`config.mk`:
```
export PLATFORM = sky130hd
export DESIGN_NAME = dual_cmp_timer
export DESIGN_NICKNAME = d
export VERILOG_FILES = /design/src/rtl/timer_pkg.sv /design/src/rtl/tmr_sync_edge.sv /design/src/rtl/tmr_match.sv /design/src/rtl/tmr_counter.sv /design/src/rtl/tmr_output.sv /design/src/rtl/tmr_regs.sv /design/src/rtl/dual_cmp_timer.sv
export SDC_FILE = /design/constraint.sdc
export NUM_CORES = 1
export LEC_CHECK = 0
export BUFFER_PORTS_ARGS = -buffer_cell sky130_fd_sc_hd__buf_2
export CAP_MARGIN = 15
export CORE_MARGIN = 4
export CORE_UTILIZATION = 26
export CTS_BUF_LIST = sky130_fd_sc_hd__clkbuf_8
export CTS_CLUSTER_SIZE = 24
export DETAILED_ROUTE_END_ITERATION = 10
export SETUP_SLACK_MARGIN = 0.2
export SLEW_MARGIN = 10
export SYNTH_ARGS = -nofsm -noshare
export SYNTH_HDL_FRONTEND = slang
export SYNTH_SLANG_ARGS = --single-unit
```
`constraint.sdc`:
```
create_clock -name clk -period 5.5 [get_ports clk]
set_input_delay 0 -clock clk [delete_from_list [all_inputs] [get_ports clk]]
set_output_delay 0 -clock clk [all_outputs]
set_load 0.05 [all_outputs]
```
`src/rtl/timer_pkg.sv`:
```
package timer_pkg;
  localparam int CNT_W  = 8;
  localparam int ADDR_W = 3;
  localparam int NFLAG  = 3;

  localparam logic [ADDR_W-1:0] A_CNT  = 3'd0;
  localparam logic [ADDR_W-1:0] A_CMPA = 3'd1;
  localparam logic [ADDR_W-1:0] A_CMPB = 3'd2;
  localparam logic [ADDR_W-1:0] A_MODE = 3'd3;
  localparam logic [ADDR_W-1:0] A_ACT  = 3'd4;
  localparam logic [ADDR_W-1:0] A_STAT = 3'd5;

  typedef enum logic [1:0] {
    CLR_NONE  = 2'b00,
    CLR_MATCH_A = 2'b01,
    CLR_MATCH_B = 2'b10,
    CLR_EXT   = 2'b11
  } clr_mode_e;

  typedef enum logic [1:0] {
    ACT_HOLD   = 2'b00,
    ACT_LOW    = 2'b01,
    ACT_HIGH   = 2'b10,
    ACT_TOGGLE = 2'b11
  } out_act_e;
endpackage

```
`src/rtl/tmr_sync_edge.sv`:
```
module tmr_sync_edge #(
  parameter int STAGES = 2
) (
  input  logic       clk,
  input  logic       rst_n,
  input  logic       din,
  input  logic [1:0] edge_sel,
  output logic       pulse
);
  logic [STAGES:0] chain_q;

  always_ff @(posedge clk or negedge rst_n) begin
    if (!rst_n) chain_q <= '0;
    else        chain_q <= {chain_q[STAGES-1:0], din};
  end

  logic rise, fall;
  assign rise = chain_q[STAGES-1] & ~chain_q[STAGES];
  assign fall = ~chain_q[STAGES-1] & chain_q[STAGES];

  always_comb begin
    unique case (edge_sel)
      2'b01:   pulse = rise;
      2'b10:   pulse = fall;
      2'b11:   pulse = rise | fall;
      default: pulse = 1'b0;
    endcase
  end
endmodule

```
`src/rtl/tmr_match.sv`:
```
module tmr_match
  import timer_pkg::*;
(
  input  logic             clk,
  input  logic             rst_n,
  input  logic [CNT_W-1:0] cnt,
  input  logic [CNT_W-1:0] cmp,
  input  logic             cmp_wr,
  output logic             match
);
  logic eq, eq_q;
  assign eq = (cnt == cmp) && !cmp_wr;

  always_ff @(posedge clk or negedge rst_n) begin
    if (!rst_n) eq_q <= 1'b0;
    else        eq_q <= eq;
  end

  assign match = eq && !eq_q;
endmodule

```
`src/rtl/tmr_counter.sv`:
```
module tmr_counter
  import timer_pkg::*;
#(
  parameter int NUM_TICKS = 4
) (
  input  logic             clk,
  input  logic             rst_n,
  input  logic [2:0]       src_sel,
  input  clr_mode_e        clr_sel,
  input  logic [NUM_TICKS-1:0] pre_tick,
  input  logic             ext_pulse,
  input  logic             ext_clr_pulse,
  input  logic             match_a,
  input  logic             match_b,
  input  logic             wr_cnt,
  input  logic [CNT_W-1:0] wdata,
  output logic [CNT_W-1:0] cnt,
  output logic             cnt_en,
  output logic             clr_now,
  output logic             ovf_evt
);
  localparam logic [CNT_W-1:0] CNT_MAX = {CNT_W{1'b1}};

  always_comb begin
    cnt_en = 1'b0;
    if (src_sel >= 3'd5) cnt_en = ext_pulse;
    else begin
      for (int i = 0; i < NUM_TICKS; i++)
        if (src_sel == 3'(i + 1)) cnt_en = pre_tick[i];
    end
  end

  always_comb begin
    unique case (clr_sel)
      CLR_MATCH_A: clr_now = match_a;
      CLR_MATCH_B: clr_now = match_b;
      CLR_EXT:     clr_now = ext_clr_pulse;
      default:     clr_now = 1'b0;
    endcase
  end

  assign ovf_evt = cnt_en && !clr_now && !wr_cnt && (cnt == CNT_MAX);

  always_ff @(posedge clk or negedge rst_n) begin
    if (!rst_n)       cnt <= '0;
    else if (wr_cnt)  cnt <= wdata;
    else if (clr_now) cnt <= '0;
    else if (cnt_en)  cnt <= cnt + 1'b1;
  end
endmodule

```
`src/rtl/tmr_output.sv`:
```
module tmr_output
  import timer_pkg::*;
#(
  parameter logic OUT_INIT = 1'b0
) (
  input  logic     clk,
  input  logic     rst_n,
  input  out_act_e act_a,
  input  out_act_e act_b,
  input  logic     match_a,
  input  logic     match_b,
  output logic     pin
);
  out_act_e act;
  always_comb begin
    if (match_a && act_a != ACT_HOLD) act = act_a;
    else if (match_b)                 act = act_b;
    else                              act = ACT_HOLD;
  end

  always_ff @(posedge clk or negedge rst_n) begin
    if (!rst_n) pin <= OUT_INIT;
    else begin
      unique case (act)
        ACT_LOW:    pin <= 1'b0;
        ACT_HIGH:   pin <= 1'b1;
        ACT_TOGGLE: pin <= ~pin;
        default:    pin <= pin;
      endcase
    end
  end
endmodule

```
`src/rtl/tmr_regs.sv`:
```
module tmr_regs
  import timer_pkg::*;
(
  input  logic              clk,
  input  logic              rst_n,
  input  logic              bus_wr,
  input  logic              bus_rd,
  input  logic [ADDR_W-1:0] bus_addr,
  input  logic [CNT_W-1:0]  bus_wdata,
  output logic [CNT_W-1:0]  bus_rdata,
  input  logic [CNT_W-1:0]  cnt,
  input  logic [NFLAG-1:0]  set_flags,
  output logic [CNT_W-1:0]  cmp_a,
  output logic [CNT_W-1:0]  cmp_b,
  output logic [2:0]        src_sel,
  output clr_mode_e         clr_sel,
  output logic [3:0]        act_bits,
  output logic [NFLAG-1:0]  flags,
  output logic              wr_cnt,
  output logic              wr_cmp_a,
  output logic              wr_cmp_b
);
  logic [NFLAG-1:0] armed_q;
  logic wr_mode, wr_act, wr_stat, rd_stat;

  assign wr_cnt   = bus_wr && bus_addr == A_CNT;
  assign wr_cmp_a = bus_wr && bus_addr == A_CMPA;
  assign wr_cmp_b = bus_wr && bus_addr == A_CMPB;
  assign wr_mode  = bus_wr && bus_addr == A_MODE;
  assign wr_act   = bus_wr && bus_addr == A_ACT;
  assign wr_stat  = bus_wr && bus_addr == A_STAT;
  assign rd_stat  = bus_rd && bus_addr == A_STAT;

  always_ff @(posedge clk or negedge rst_n) begin
    if (!rst_n) begin
      cmp_a    <= '1;
      cmp_b    <= '1;
      src_sel  <= '0;
      clr_sel  <= CLR_NONE;
      act_bits <= '0;
    end else begin
      if (wr_cmp_a) cmp_a <= bus_wdata;
      if (wr_cmp_b) cmp_b <= bus_wdata;
      if (wr_mode) begin
        src_sel <= bus_wdata[2:0];
        clr_sel <= clr_mode_e'(bus_wdata[4:3]);
      end
      if (wr_act) act_bits <= bus_wdata[3:0];
    end
  end

  logic [NFLAG-1:0] flags_nxt;
  always_comb begin
    flags_nxt = flags;
    if (wr_stat) flags_nxt = flags & (bus_wdata[NFLAG-1:0] | ~armed_q);
    flags_nxt = flags_nxt | set_flags;
  end

  always_ff @(posedge clk or negedge rst_n) begin
    if (!rst_n) begin
      flags   <= '0;
      armed_q <= '0;
    end else begin
      flags <= flags_nxt;
      if (wr_stat)      armed_q <= '0;
      else if (rd_stat) armed_q <= armed_q | flags;
    end
  end

  always_comb begin
    unique case (bus_addr)
      A_CNT:   bus_rdata = cnt;
      A_CMPA:  bus_rdata = cmp_a;
      A_CMPB:  bus_rdata = cmp_b;
      A_MODE:  bus_rdata = {3'b000, clr_sel, src_sel};
      A_ACT:   bus_rdata = {4'b0000, act_bits};
      A_STAT:  bus_rdata = {{(CNT_W-NFLAG){1'b0}}, flags};
      default: bus_rdata = '0;
    endcase
  end
endmodule

```
`src/rtl/dual_cmp_timer.sv`:
```
module dual_cmp_timer
  import timer_pkg::*;
#(
  parameter int   NUM_TICKS   = 4,
  parameter int   SYNC_STAGES = 2,
  parameter logic OUT_INIT    = 1'b0
) (
  input  logic                 clk,
  input  logic                 rst_n,
  input  logic                 bus_wr,
  input  logic                 bus_rd,
  input  logic [ADDR_W-1:0]    bus_addr,
  input  logic [CNT_W-1:0]     bus_wdata,
  output logic [CNT_W-1:0]     bus_rdata,
  input  logic [NUM_TICKS-1:0] pre_tick,
  input  logic                 ext_clk,
  input  logic                 ext_clr,
  output logic [NFLAG-1:0]     stat_flags,
  output logic                 tmr_out
);
  localparam int NCH = 2;

  logic [CNT_W-1:0] cnt_q, cmp_a, cmp_b;
  logic [2:0]       src_sel;
  clr_mode_e        clr_sel;
  logic [3:0]       osel;
  logic             wr_cnt, wr_cmp_a, wr_cmp_b;
  logic             cnt_en, clr_now, ovf_evt;
  logic             ext_pulse, ext_clr_pulse;
  logic [NCH-1:0]   match_vec;
  logic             match_a, match_b;

  logic [CNT_W-1:0] cmp_arr [NCH];
  logic [NCH-1:0]   cmp_wr_vec;
  assign cmp_arr[0]  = cmp_a;
  assign cmp_arr[1]  = cmp_b;
  assign cmp_wr_vec  = {wr_cmp_b, wr_cmp_a};
  assign match_a     = match_vec[0];
  assign match_b     = match_vec[1];

  tmr_regs u_regs (
    .clk, .rst_n, .bus_wr, .bus_rd, .bus_addr, .bus_wdata, .bus_rdata,
    .cnt(cnt_q), .set_flags({ovf_evt, match_b, match_a}),
    .cmp_a, .cmp_b, .src_sel, .clr_sel, .act_bits(osel), .flags(stat_flags),
    .wr_cnt, .wr_cmp_a, .wr_cmp_b
  );

  tmr_sync_edge #(.STAGES(SYNC_STAGES)) u_ext_clk (
    .clk, .rst_n, .din(ext_clk), .edge_sel(src_sel[1:0]), .pulse(ext_pulse)
  );

  tmr_sync_edge #(.STAGES(SYNC_STAGES)) u_ext_clr (
    .clk, .rst_n, .din(ext_clr), .edge_sel(2'b01), .pulse(ext_clr_pulse)
  );

  for (genvar ch = 0; ch < NCH; ch++) begin : g_ch
    tmr_match u_match (
      .clk, .rst_n, .cnt(cnt_q), .cmp(cmp_arr[ch]),
      .cmp_wr(cmp_wr_vec[ch]), .match(match_vec[ch])
    );
  end

  tmr_counter #(.NUM_TICKS(NUM_TICKS)) u_cnt (
    .clk, .rst_n, .src_sel, .clr_sel, .pre_tick, .ext_pulse, .ext_clr_pulse,
    .match_a, .match_b, .wr_cnt, .wdata(bus_wdata),
    .cnt(cnt_q), .cnt_en, .clr_now, .ovf_evt
  );

  tmr_output #(.OUT_INIT(OUT_INIT)) u_out (
    .clk, .rst_n, .act_a(out_act_e'(osel[1:0])), .act_b(out_act_e'(osel[3:2])),
    .match_a, .match_b, .pin(tmr_out)
  );
endmodule

```
==> flow_summary.toml <==
[detailed_routing]
routed_wl_mm = 6.60
routedWlPerCell_um = 15.8
num_vias = 1996
first_iter_violations = 115
route.detailed.drc = 0
ant_nets = 0
viasPerCell = 4.79
drtPass1Iterations = 4

[floorplanning]
core_um2 = 10400
die_w_um = 112
die_area_um2 = 12500
ioPinCount = 33
die_h_um = 112
rows = 37
start_util = 0.268

[synthesis]
synthTopCellsByArea = "dfrtp_1, dfstp_2, mux2_2, xor2_1, mux2i_1"
synth_area_leader_cell = "dfrtp_1"
seq_area_frac_synth = 0.437
syn_avg_cell_area_um2 = 11.1
synth_cells = 252
yosysTopAreaCellShare = 0.286
synth_cell_types = 53
synth_edf_count = 0
synth-seq-cells = 48
synth_area_um2 = 2800
ys_async_sr_fraction = 1.00
synth-compound-area-share = 0.105
synth-xor-area-share = 0.0528
synth_fp_nets = 276
muxShareOfSynthArea = 0.169
ys.warnings.count = 0
synth_top_family_by_area = "simple AND/OR/NAND/NOR gates"
synth_flop_cell = "dfrtp_1"
synth-adder-area-share = 0.0134
synthSimpleGateAreaFrac = 0.169

[pwr]
leakagePower_nw = 1.36
max-vdd-ir-drop_uv = 169
powerDensity_nw_per_um2 = 381
power.total_mw = 1.21

[sta]
hold_violations = 0
max_freq_mhz = 420
period_share = 0.433
grt_setup_unrepaired = "no"
min_period_ps = 2380
tns_ps = 0
relSlewSlack = 0.466
worstMarginPinSlew_ps = 797
skew_ps = 8.53
setup_slack_ps = 3120
setup_viol = 0
drv_slew = 0

[finish]
fillCellCount = 1052
synthToLayoutAreaGrowth_pct = 13.9
layout-drive-gt1-share = 0.359
nets = 304
antenna_cells = 0
ff_latch_area_um2 = 1220
most-common-layout-cells = "dfrtp_1, buf_2, nor2_1, mux2_2, nand2_1"
instances_no_fill = 417
multi_input_comb_area_um2 = 1420

[setup_path]
crit_slowest_cell = "a32oi_2"
arrival_ps = 2580
crit_chain = "xor2_2 > nor4_4 > nand4b_1 > a32oi_2 > nor3_1 > a2111oi_2"
slowest_delay_ps = 700
startpoint_type = "flop"
path_buf_inv = 0
cp.required_ps = 5700
cp_max_fo = 13
cp-end-kind = "flop"
cp_top_family = "compound AO/OA/AOI/OAI gates"
crit_type = "reg -> reg"

[status]
outcome = "completed"

[cts]
clkSinkCount = 48
cts_tree = "yes"
clockBufferDepth = 2
clock_latency_ps = 310
ctsHoldBuffers = 5
ctsRootBufferMaster = "clkbuf_8"
ctsResizeCount = 0
cts_buffers = 5
cts_setup_buffers = 0
h-tree-depth = 2
clk_pin_slew_worst_paths_ps = 90

[grt]
antenna_found_initial = 0
grt_max_degree = 49
grt_usage = 0.107
overflow = 0
first_global_vias = 2029
grt_first_pass_wirelength_mm = 10.8

[place]
dp_slack_ps = 3070
gp_congestion = 0.919
dp.cells = 404
dp_hpwl_mm = 4.87
port_buffers = 32

[run]
drv_cap = 0

[min_path]
hold_class = "in -> reg"
[power breakdown]
part / internal [mW] / switching (mW)
Sequential: 0.445 / 0.0930
Combinational: 0.167 / 0.226
Clock: 0.161 / 0.121
[worst reg2reg max path, cell delays in order (launching register included)]
cell and delay, ps:
dfrtp_1 490, xor2_2 230, nor4_4 320, nand4b_1 160, a32oi_2 700, nor3_1 140, a2111oi_2 250
[sequential cells by signal, summed over array words and instances, names as in the netlist]
name               cells
u_cnt.cnt              8
u_regs.flags           3
g_ch.u_match.eq_q      2
u_ext_clr.chain_q      3
u_regs.cmp_a           8
u_ext_clk.chain_q      3
u_out.pin              1
u_regs.act_bits        4
u_regs.src_sel         3
u_regs.clr_sel         2
u_regs.armed_q         3
u_regs.cmp_b           8
[layer usage]
metal  up-vias  routed length, µm  global-route usage
li1        952                  -                   -
met5         -                  0                   0
met3         9                310              0.0228
met4         0                 89              0.0341
met2        44               2920               0.160
met1       991               3280               0.155
[through the flow]
step,hold WS [ps],instance area (µm²),util
finish,11.7,3180,0.306
CTS,2.45,3180,0.306
global route,13.1,3180,0.306
global placement,110,3010,0.289
detailed placement,109,3010,0.289
floorplan,-296,2800,-
[final timing paths]
kind / depth (start not counted) / from / slack (ps) / endpoint
hold / removal: 2 / bus_wdata[4] / 10 / u_regs.cmp_a[4]$_DFFE_PN1P_
hold reg to reg: 0 / u_ext_clr.chain_q[0]$_DFF_PN0_ / 350 / u_ext_clr.chain_q[1]$_DFF_PN0_
setup / recovery: 6 / u_cnt.cnt[2]$_DFFE_PN0P_ / 3120 / u_cnt.cnt[5]$_DFFE_PN0P_
max in group asynchronous: 3 / rst_n / 4760 / u_cnt.cnt[4]$_DFFE_PN0P_
setup reg to reg: 6 / u_cnt.cnt[2]$_DFFE_PN0P_ / 3120 / u_cnt.cnt[5]$_DFFE_PN0P_
min in group asynchronous: 3 / rst_n / 320 / u_ext_clk.chain_q[1]$_DFF_PN0_
[cell type report]
class / instances / share of cell area
multi-input combinational: 180 / 0.447
sequential: 48 / 0.384
timing repair buffer: 38 / 0.0684
tap: 136 / 0.0535
clock buffer: 7 / 0.0303
clock inverter: 1 / 0.00943
inverter: 7 / 0.00825
[kinds of logic (layout without fill, tap and decap cells)]
kind of cell | count (synthesis) | after routing
AOI/OAI and AO/OA | 37 | 37
xor gates and xnor gates | 16 | 16
adders and majority gates | 3 | 3
buffers and inverters | 24 | 53
DFF | 48 | 48
muxes | 39 | 39
and+or+nand+nor | 85 | 85
[synthesized netlist by cell type (2+ instances only)]
cell       instances
a2111oi_2          2
a211oi_1           4
a21oi_1            8
and3_1             5
and3_2             3
and4_1             2
buf_2              3
buf_4              3
buf_6              5
clkbuf_1           4
dfrtp_1           32
dfstp_2           16
ha_1               3
inv_1              7
mux2_2            25
mux2i_1           10
mux4_2             4
nand2_1           21
nand2b_1           3
nand3_1            2
nand3b_1           3
nand4_1            2
nand4b_1           2
nor2_1            25
nor2b_1            4
nor3_1             3
nor3_2             2
o21a_1             4
o21ai_0            5
o22ai_1            2
o31ai_1            3
xnor2_1            3
xor2_1            12
No activity file was read; power rests on OpenSTA's default activity.
